[src/rtl/dmvc_pkg.sv]
package dmvc_pkg;

    typedef enum logic [2:0] {
        ST_IDLE = 3'd0,
        ST_LOOK = 3'd1,
        ST_WB   = 3'd2,
        ST_FILL = 3'd3,
        ST_RESP = 3'd4
    } vc_state_e;

endpackage

[src/rtl/dmvc_lru.sv]
// Age-based recency tracker: age 0 is most recent, N-1 is the replacement choice.
module dmvc_lru #(
    parameter int N = 2
) (
    input  logic                       clk,
    input  logic                       rst_n,
    input  logic                       touch_en,
    input  logic [$clog2(N)-1:0]       touch_idx,
    output logic [$clog2(N)-1:0]       lru_idx
);
    localparam int AGW = $clog2(N);

    logic [N-1:0][AGW-1:0] age_d, age_q;
    logic [N-1:0]          oldest;

    always_comb begin
        age_d = age_q;
        if (touch_en) begin
            for (int i = 0; i < N; i++) begin
                if (AGW'(i) == touch_idx) begin
                    age_d[i] = '0;
                end else if (age_q[i] < age_q[touch_idx]) begin
                    age_d[i] = age_q[i] + AGW'(1);
                end
            end
        end
    end

    always_comb begin
        lru_idx = '0;
        for (int i = 0; i < N; i++) begin
            oldest[i] = (age_q[i] == AGW'(N - 1));
            if (oldest[i]) lru_idx = AGW'(i);
        end
    end

    always_ff @(posedge clk) begin
        if (!rst_n) begin
            for (int i = 0; i < N; i++) age_q[i] <= AGW'(i);
        end else begin
            age_q <= age_d;
        end
    end

    AST_ONE_OLDEST: assert property (@(posedge clk) disable iff (!rst_n) $onehot(oldest));

endmodule

[src/rtl/dmvc_vmatch.sv]
// Fully associative line-address compare across all victim entries.
module dmvc_vmatch #(
    parameter int N   = 2,
    parameter int LAW = 9
) (
    input  logic                      clk,
    input  logic                      rst_n,
    input  logic [N-1:0]              ent_valid,
    input  logic [N-1:0][LAW-1:0]     ent_laddr,
    input  logic [LAW-1:0]            key,
    output logic                      hit,
    output logic [$clog2(N)-1:0]      hit_idx
);
    localparam int IW = $clog2(N);

    logic [N-1:0] match;

    for (genvar g = 0; g < N; g++) begin : g_cmp
        assign match[g] = ent_valid[g] && (ent_laddr[g] == key);
    end

    always_comb begin
        hit_idx = '0;
        for (int i = 0; i < N; i++) begin
            if (match[i]) hit_idx = IW'(i);
        end
    end

    assign hit = |match;

    AST_VC_NO_DUP: assert property (@(posedge clk) disable iff (!rst_n) $onehot0(match));

endmodule

[src/rtl/dm_victim_cache.sv]
module dm_victim_cache
    import dmvc_pkg::*;
#(
    parameter int AW    = 10,
    parameter int DW    = 16,
    parameter int SETS  = 4,
    parameter int WORDS = 2,
    parameter int VC_N  = 2
) (
    input  logic                                clk,
    input  logic                                rst_n,
    input  logic                                req_valid,
    input  logic                                req_we,
    input  logic [AW-1:0]                       req_addr,
    input  logic [DW-1:0]                       req_wdata,
    output logic                                rsp_ready,
    output logic [DW-1:0]                       rsp_rdata,
    output logic                                mem_req,
    output logic                                mem_we,
    output logic [AW-$clog2(WORDS)-1:0]         mem_addr,
    output logic [WORDS*DW-1:0]                 mem_wline,
    input  logic [WORDS*DW-1:0]                 mem_rline,
    input  logic                                mem_valid
);
    localparam int OFFW = $clog2(WORDS);
    localparam int IDXW = $clog2(SETS);
    localparam int LAW  = AW - OFFW;
    localparam int TW   = LAW - IDXW;
    localparam int LW   = WORDS * DW;
    localparam int VIW  = $clog2(VC_N);

    typedef struct packed {
        vc_state_e                   st;
        logic                        we;
        logic [LAW-1:0]              la;
        logic [OFFW-1:0]             off;
        logic [DW-1:0]               wdata;
        logic [DW-1:0]               rdata;
        logic [SETS-1:0]             mv;
        logic [SETS-1:0]             md;
        logic [SETS-1:0][TW-1:0]     mtag;
        logic [SETS-1:0][LW-1:0]     mdat;
        logic [VC_N-1:0]             vv;
        logic [VC_N-1:0]             vd;
        logic [VC_N-1:0][LAW-1:0]    vla;
        logic [VC_N-1:0][LW-1:0]     vdat;
        logic [VIW-1:0]              slot;
    } state_t;

    state_t q, d;

    logic [IDXW-1:0] set_idx;
    logic [TW-1:0]   tag;
    logic            main_hit;
    logic            vhit;
    logic [VIW-1:0]  vidx;
    logic [VIW-1:0]  lru_idx;
    logic [VIW-1:0]  ins_idx;
    logic            touch_en;
    logic [VIW-1:0]  touch_idx;
    logic            evict;
    logic [VIW-1:0]  evict_idx;
    logic [LW-1:0]   hit_line;

    assign set_idx  = q.la[IDXW-1:0];
    assign tag      = q.la[LAW-1:IDXW];
    assign main_hit = q.mv[set_idx] && (q.mtag[set_idx] == tag);

    dmvc_vmatch #(.N(VC_N), .LAW(LAW)) u_match (
        .clk       (clk),
        .rst_n     (rst_n),
        .ent_valid (q.vv),
        .ent_laddr (q.vla),
        .key       (q.la),
        .hit       (vhit),
        .hit_idx   (vidx)
    );

    dmvc_lru #(.N(VC_N)) u_lru (
        .clk       (clk),
        .rst_n     (rst_n),
        .touch_en  (touch_en),
        .touch_idx (touch_idx),
        .lru_idx   (lru_idx)
    );

    // Insertion target: lowest free entry, else the oldest one.
    always_comb begin
        logic found;
        found   = 1'b0;
        ins_idx = lru_idx;
        for (int i = 0; i < VC_N; i++) begin
            if (!q.vv[i] && !found) begin
                ins_idx = VIW'(i);
                found   = 1'b1;
            end
        end
    end

    always_comb begin
        d         = q;
        touch_en  = 1'b0;
        touch_idx = '0;
        evict     = 1'b0;
        evict_idx = ins_idx;
        mem_req   = 1'b0;
        mem_we    = 1'b0;
        mem_addr  = q.la;
        mem_wline = q.vdat[q.slot];
        rsp_ready = 1'b0;
        hit_line  = q.mdat[set_idx];

        unique case (q.st)
            ST_IDLE: begin
                if (req_valid) begin
                    d.st    = ST_LOOK;
                    d.we    = req_we;
                    d.la    = req_addr[AW-1:OFFW];
                    d.off   = req_addr[OFFW-1:0];
                    d.wdata = req_wdata;
                end
            end
            ST_LOOK: begin
                if (main_hit) begin
                    if (q.we) begin
                        hit_line[q.off*DW +: DW] = q.wdata;
                        d.mdat[set_idx] = hit_line;
                        d.md[set_idx]   = 1'b1;
                        d.rdata         = q.wdata;
                    end else begin
                        d.rdata = hit_line[q.off*DW +: DW];
                    end
                    d.st = ST_RESP;
                end else if (vhit) begin
                    d.mdat[set_idx] = q.vdat[vidx];
                    d.mtag[set_idx] = tag;
                    d.mv[set_idx]   = 1'b1;
                    d.md[set_idx]   = q.vd[vidx];
                    d.vla[vidx]     = {q.mtag[set_idx], set_idx};
                    d.vdat[vidx]    = q.mdat[set_idx];
                    d.vd[vidx]      = q.md[set_idx];
                    d.vv[vidx]      = q.mv[set_idx];
                    touch_en        = q.mv[set_idx];
                    touch_idx       = vidx;
                    d.st            = ST_LOOK;
                end else if (q.mv[set_idx]) begin
                    d.slot = ins_idx;
                    if (q.vv[ins_idx] && q.vd[ins_idx]) begin
                        d.st = ST_WB;
                    end else begin
                        evict = 1'b1;
                        d.st  = ST_FILL;
                    end
                end else begin
                    d.st = ST_FILL;
                end
            end
            ST_WB: begin
                mem_req   = 1'b1;
                mem_we    = 1'b1;
                mem_addr  = q.vla[q.slot];
                if (mem_valid) begin
                    evict     = 1'b1;
                    evict_idx = q.slot;
                    d.st      = ST_FILL;
                end
            end
            ST_FILL: begin
                mem_req = 1'b1;
                if (mem_valid) begin
                    d.mdat[set_idx] = mem_rline;
                    d.mtag[set_idx] = tag;
                    d.mv[set_idx]   = 1'b1;
                    d.md[set_idx]   = 1'b0;
                    d.st            = ST_LOOK;
                end
            end
            ST_RESP: begin
                rsp_ready = 1'b1;
                d.st      = ST_IDLE;
            end
            default: d.st = ST_IDLE;
        endcase

        // Park the displaced main line in the chosen victim entry.
        if (evict) begin
            d.vla[evict_idx]  = {q.mtag[set_idx], set_idx};
            d.vdat[evict_idx] = q.mdat[set_idx];
            d.vd[evict_idx]   = q.md[set_idx];
            d.vv[evict_idx]   = 1'b1;
            d.mv[set_idx]     = 1'b0;
            touch_en          = 1'b1;
            touch_idx         = evict_idx;
        end
    end

    always_ff @(posedge clk) begin
        if (!rst_n) begin
            q <= '0;
        end else begin
            q <= d;
        end
    end

    assign rsp_rdata = q.rdata;

    AST_HIT_KEEPS_VC: assert property (@(posedge clk) disable iff (!rst_n)
        (q.st == ST_LOOK && main_hit) |=> ($stable(q.vv) && $stable(q.vla) && $stable(q.vdat)));
    AST_VHIT_NO_MEM: assert property (@(posedge clk) disable iff (!rst_n)
        (q.st == ST_LOOK && !main_hit && vhit) |=> (q.st == ST_LOOK && !mem_req));
    AST_READ_ONLY_ON_VMISS: assert property (@(posedge clk) disable iff (!rst_n)
        (mem_req && !mem_we) |-> !vhit);
    AST_LINE_EXCLUSIVE: assert property (@(posedge clk) disable iff (!rst_n)
        (q.st == ST_LOOK) |-> !(main_hit && vhit));
    AST_WB_ONLY_DIRTY: assert property (@(posedge clk) disable iff (!rst_n)
        (mem_req && mem_we) |-> (q.vv[q.slot] && q.vd[q.slot]));
    AST_READY_PULSE: assert property (@(posedge clk) disable iff (!rst_n)
        rsp_ready |=> !rsp_ready);

endmodule

[config.mk]
export PLATFORM = sky130hd
export DESIGN_NAME = dm_victim_cache
export DESIGN_NICKNAME = d
export VERILOG_FILES = /design/src/rtl/dmvc_pkg.sv /design/src/rtl/dmvc_lru.sv /design/src/rtl/dmvc_vmatch.sv /design/src/rtl/dm_victim_cache.sv
export SDC_FILE = /design/constraint.sdc
export NUM_CORES = 1
export LEC_CHECK = 0
export ABC_AREA = 1
export BUFFER_PORTS_ARGS = -buffer_cell sky130_fd_sc_hd__buf_2
export CORE_MARGIN = 1.5
export CORE_UTILIZATION = 35
export CTS_CLUSTER_SIZE = 16
export DETAILED_ROUTE_END_ITERATION = 8
export GPL_ROUTABILITY_DRIVEN = 0
export SYNTH_ARGS = -nofsm -noshare
export SYNTH_HDL_FRONTEND = slang
export SYNTH_SLANG_ARGS = --single-unit
[constraint.sdc]
create_clock -name clk -period 2.1 [get_ports clk]
set_input_delay 0.42 -clock clk [delete_from_list [all_inputs] [get_ports clk]]
set_output_delay 0.42 -clock clk [all_outputs]
set_load 0.01 [all_outputs]
# Word level (Yosys, flattened, before mapping)
# Cells that the tools add are included.
# classes
add_sub_neg,3
n_mul,0
div_mod_pow,0
n_lt_le_gt_ge,11
n_eq_ne,15
shifts,3
n_mux,105
bitwise_logic,8
n_reduce_logical,22
# op_table
operator,count
$bwmux W128,3
$pmux W164 S2,1
$mux W128,2
$mux W32,8
$mux W250,1
$mux W87,2
$mux W164,1
$bwmux W64,2
$mux W86,1
$bmux W32 S2,1
$demux W32 S1,2
$demux W32 S2,1
$mux W9,5
$mux W1,43
$bwmux W18,2
$neg A5 Y34,1
$shift A16 B34 Y32 const A,1
$shiftx A16 B34 Y32,1
$bwmux W32,1
$shiftx A32 B6 Y16,1
$mux W30,1
$bwmux W28,1
$mux W28,1
$demux W9 S1,2
41 further kinds,82
# word_totals
reg_bits,299
latch_bits,0
ramBits,0
romBits,0
output_inout_bits,60
mem_count,0

# Depth between registers and ports, before layout
# logic_depth
ltp_word,17
mapped_depth,21
ltp_nobuf,18

# Hierarchy
# From an unflattened synthesis, not the netlist that was laid out.
# hier_totals
cells_unflattened,3383
hier_area_um2,19593.8
# by_module_without_submodules
module,n_inst,cells_each,area_per_inst_um2,seq_area_each_um2
dm_victim_cache,1,3292,19165.9,5945.7
dmvc_vmatch,1,78,345.3,0.0
dmvc_lru,1,13,82.6,40.0

# Least setup slack after synthesis
# Ideal clock, no wire load.
# synth_path
path_type,flip-flop to flip-flop
startpoint,register q[284] (netlist name)
endpoint,register q[104] (netlist name)
arrival_time_ns,2.040
required_ns,1.988
slack_ns,-0.052
path_stages_with_launch,21
path_buffers,4
period_less_slack_ns,2.152
path_cell_list,dfxtp_1 buf_4 inv_2 buf_6 nand2_1 nand2_1 nand2_1 nand2_1 nand2_1 nand2_1 nand2_1 nor2_2 nand2_2 nand3_2 nand2_1 nor2_4 inv_2 buf_4 buf_2 nor2_1 nor2_1
# synth_via
elab_chain_len,9
elab_cells_between_ends,33
cone_classes,order compare (2); eq/ne (5); mux (20); reduce/logical (6)
# synth_rtl
item,line_no,text
from (decl),dm_victim_cache.sv:50,"state_t q, d;"
from (signal assigned),dm_victim_cache.sv:199,q <= '0;
from (signal assigned),dm_victim_cache.sv:201,q <= d;
$eq A9 B9 Y1,dmvc_vmatch.sv:19,assign match[g] = ent_valid[g] && (ent_laddr[g] == key);
$logic_and A1 B1 Y1,dmvc_vmatch.sv:19,
$mux W1,dmvc_vmatch.sv:25,if (match[i]) hit_idx = IW'(i);
$mux W32 (not written as such) (2 in series),dm_victim_cache.sv:135,d.mdat[set_idx] = q.vdat[vidx];
$bwmux W128,dm_victim_cache.sv:135,
$mux W250,dm_victim_cache.sv:134,end else if (vhit) begin
$mux W128,dm_victim_cache.sv:124,if (main_hit) begin
$pmux W164 S2,dm_victim_cache.sv:113,unique case (q.st)
# Several ways; a longest one is shown, not always the timed one. The select of a mux whose other input is x is not followed.
# A chain may end at the register's enable or synchronous reset.

# Worst setup path after layout
# layout_path
startpoint,register q[285] (netlist name)
endpoint,register q[209] (netlist name)
# Same word-level chain as after synthesis.

==> summary.md <==
| Metric | Value |
|---|---|
| Slew margin rel. | `51.4%` |
| Most common cell after layout, fill and taps aside | `nand2_1` |
| CTS Buffer Depth | `3` |
| CTS Buf Count | `37` |
| Sink Count | `299` |
| Clk_lat worst skew | `0.58 ns` |
| Yosys warnings | `0` |
| Critical Path RT | `2.58 ns` |
| Hold WS | `0.0916 ns` |
| Leak | `11.3 nW` |
| Clock Power Share | `32.3%` |
| Peak VDD IR | `0.754 mV` |
| Most frequent CP cell | `nand2_1` |
| Initial Util | `35.6%` |
| Synth cell types | `36` |
| Part of the cycle the worst path needs | `120%` |
| Wirelength per Cell | `19.6 um` |
| Routed vias/inst | `5.37` |
| Post-Synthesis Cells | `3080` |
| Vias in the first global route | `19603` |
| XOR/XNOR Fraction of Synth Area | `0.286%` |
| Post-Syn Nets | `3143` |
| Hold worst-path end | `q[279]$_SDFFE_PN0P_` |
| Worst setup margin | `-0.413 ns` |
| Critical-path cell list | `inv_2, buf_4, nand2_1, nand2_1, nor2_1, nand2_1, nor2_1, nand2_2, clkinvlp_4, buf_12, nand2_1, nand2_1, o211ai_1, nand3_1, o21ai_0, nor2_1` |
| Worst hold stages | `3` |
| Synth Register Bits | `299` |
| CP Launch Type | `register` |
| Syn Area/Cell | `5.97 sq um` |
| Layout area overhead | `31.4%` |
| RR Endpoint | `q[209]$_SDFFE_PN0P_` |
| Die area | `0.0539 sq mm` |
| Synth Area in Simple Gates | `35.9%` |
| Die Wd | `232 um` |
| Gr ovfl total | `0` |
| Slowest stage delay, CP | `0.33 ns` |
| Hold Crit Start | `req_wdata[12]` |
| Flop-to-flop setup slack | `-0.41 ns` |
| Fmax | `0.398 GHz` |
| IO Pins | `123` |
| Final number of hold-violating endpoints | `0` |
| Vert. Die Dim | `232 um` |
| Hold_buf cts | `0` |
| Worst Tran Pin Value | `0.728 ns` |
| Vias | `21652` |
| Initial antenna violation count | `3` |
| DRC | `0` |
| Sequential share of power | `30.6%` |
| Hold Crit Class | `primary input to register` |
| Sw Share | `37.7%` |
| CP bufs+invs | `4` |
| Comb pwr share | `37.1%` |
| RSZ-0062 raised after global routing | `true` |
| Worst-path clk slew | `0.07 ns` |
| GRT Total Usage | `28.3%` |
| Pint | `13.3 mW` |
| Largest fanout on the critical path | `13` |
| CTS tree | `yes` |
| Worst Path Arrival | `2.99 ns` |
| Max-cap viol count | `0` |
| Clock Skew | `0.0286 ns` |
| Outcome | `finished, violations left` |
| Net Switching | `8.02 mW` |
| Reg2reg start | `q[285]$_SDFFE_PN0P_` |
| Fraction of layout instances using a drive strength above 1 | `19.4%` |
| Post-synthesis mux area share | `0%` |
| Final ANT Viol Nets | `0` |
| Sequential area share after synthesis | `32.5%` |
| Setup tns final | `-74.62 ns` |
| Synth Area in Adders | `0%` |
| Final wirelength | `79.1 mm` |
| Critical path class | `register to register` |
| Row count | `83` |
| Synth Cell Area | `0.0184 sq mm` |
| Largest family of logic cells by synthesized area | `simple AND/OR/NAND/NOR gates` |
| Critical path's top delay family | `simple AND/OR/NAND/NOR gates` |
| R2R depth | `16` |
| DRT Pass-1 Iters | `8` |
| Synth Area in Compound Gates | `19.7%` |
| Slowest cell on the critical path | `dfxtp_2` |
| Count of input and output buffers | `122` |
| Clk root buf | `clkbuf_16` |
| Violated checks | `negative setup slack` |
| Largest net degree at the start of global routing | `79` |
| First-pass GRT wire length | `118 mm` |
| Total core area | `0.0516 sq mm` |
| Pwr/cell area | `882 mW/mm^2` |
| Dpl hpwl | `52.6 mm` |
| Nets | `3387` |
| DR iter-0 viols | `2507` |
| Overall power | `21.3 mW` |
| H-tree levels | `2` |
| Slew Limit Fails | `0` |
| Commonest non-fill, non-tap cells in the layout | `756 x nand2_1, 471 x nor2_1, 306 x nand3_1` |
| Critical Path End Type | `register` |
| Min Tclk post-route | `2.51 ns` |
| Final setup violation count | `300` |
==> per-layer routing <==
| metal | wire (um) | GRT usage (%) | vias up |
|---|---|---|---|
| li1 | - | - | 10487 |
| met1 | 33900 | 38.5 | 9922 |
| met2 | 34500 | 43.7 | 1061 |
| met3 | 7400 | 4.79 | 182 |
| met4 | 3300 | 12.3 | 0 |
| met5 | 0 | 0 | - |
==> area by class of cell <==
cell class,count,area (sq um)
inverters,253,973
fillers,5267,27400
multi-input cells,2271,10700
clock inverters,15,165
diodes,3,7.51
well taps,680,851
clock buffers,52,1130
repair buffers,462,4340
flip-flops and latches,299,5990
==> power by group through the flow <==
stage	sequential (mW)	clock, mW	combinational, mW
after detailed placement	6.60	0	7.05
after global routing	6.55	7.18	8.50
after floorplan	6.42	0	3.81
after global placement	6.60	0	7.06
final	6.52	6.88	7.91
after CTS	6.49	6.95	7.30
==> sequential cells by signal, summed over array words and instances, names as in the netlist <==
name and cells:
q 281, u_lru.age_q 2, rsp_rdata 16
==> worst reg2reg max path: stages, from the launching register on <==
cell and delay, ns:
dfxtp_2 0.33, inv_2 0.15, buf_4 0.16, nand2_1 0.05, nand2_1 0.06, nor2_1 0.04, nand2_1 0.05, nor2_1 0.05
nand2_2 0.21, clkinvlp_4 0.25, buf_12 0.21, nand2_1 0.06, nand2_1 0.20, o211ai_1 0.32, nand3_1 0.09, o21ai_0 0.16
nor2_1 0.05
==> through the flow <==
step | setup WS, ns | std cells | util, % | cell area (sq um)
finish | -0.413 | 4035 | 46.8 | 24200
global route | -0.524 | 4032 | 46.8 | 24200
CTS | -0.256 | 4006 | 45.2 | 23300
detailed placement | -0.422 | 3927 | 41.9 | 21600
global placement | -0.414 | 3927 | 41.9 | 21600
floorplan | -0.000355 | 3080 | - | 18400
==> how the worst max path moves through the flow <==
| stage | from | to | slack [ns] | depth (start not counted) |
|---|---|---|---|---|
| after floorplan | q[284]$_SDFFE_PN0P_ | q[104]$_SDFFE_PN0P_ | -0.0004 | 18 |
| after global placement | q[284]$_SDFFE_PN0P_ | q[100]$_SDFFE_PN0P_ | -0.41 | 17 |
| after detailed placement | q[284]$_SDFFE_PN0P_ | q[29]$_SDFF_PN0_ | -0.42 | 18 |
| after CTS | q[284]$_SDFFE_PN0P_ | q[4]$_SDFF_PN0_ | -0.26 | 20 |
| after global routing | q[284]$_SDFFE_PN0P_ | rsp_rdata[2]$_SDFFE_PN0P_ | -0.52 | 19 |
| final | q[285]$_SDFFE_PN0P_ | q[209]$_SDFFE_PN0P_ | -0.41 | 16 |
==> cell usage after synthesis (all sizes together) <==
| master | n | area share [%] |
|---|---|---|
| a22oi | 13 | 0.53 |
| o211a | 1 | 0.054 |
| nand3b | 2 | 0.15 |
| a211oi | 27 | 1.1 |
| o21ai | 369 | 10 |
| inv | 250 | 5.1 |
| or2 | 3 | 0.10 |
| xnor2 | 6 | 0.29 |
| clkinv | 3 | 0.061 |
| o22ai | 29 | 0.99 |
| a311oi | 1 | 0.048 |
| dfxtp | 299 | 33 |
| nand2 | 806 | 17 |
| a221oi | 4 | 0.19 |
| buf | 112 | 3.5 |
| o221ai | 7 | 0.33 |
| o211ai | 86 | 3.5 |
| nor3 | 6 | 0.16 |
| o21a | 3 | 0.12 |
| a21oi | 94 | 2.6 |
| nor2 | 488 | 10 |
| clkbuf | 145 | 3.0 |
| nand4 | 4 | 0.14 |
| nand3 | 315 | 8.7 |
| a31oi | 7 | 0.24 |
==> cells by family (layout without fill, tap and decap cells) <==
kind of cell	Yosys count	after routing
compound gates	641	641
xor+xnor	6	6
buf+inv	510	782
flops	299	299
other cells	0	3
simple gates	1624	1624
==> what timing repair did <==
item / in CTS / in global routing
pin swaps: 4 / 70
setup buffers: 9 / 12
endpoints found under the setup margin: 301 / 312
resized for setup: 97 / 123
cloned: 3 / 14
(Power assumes the default switching activity.)
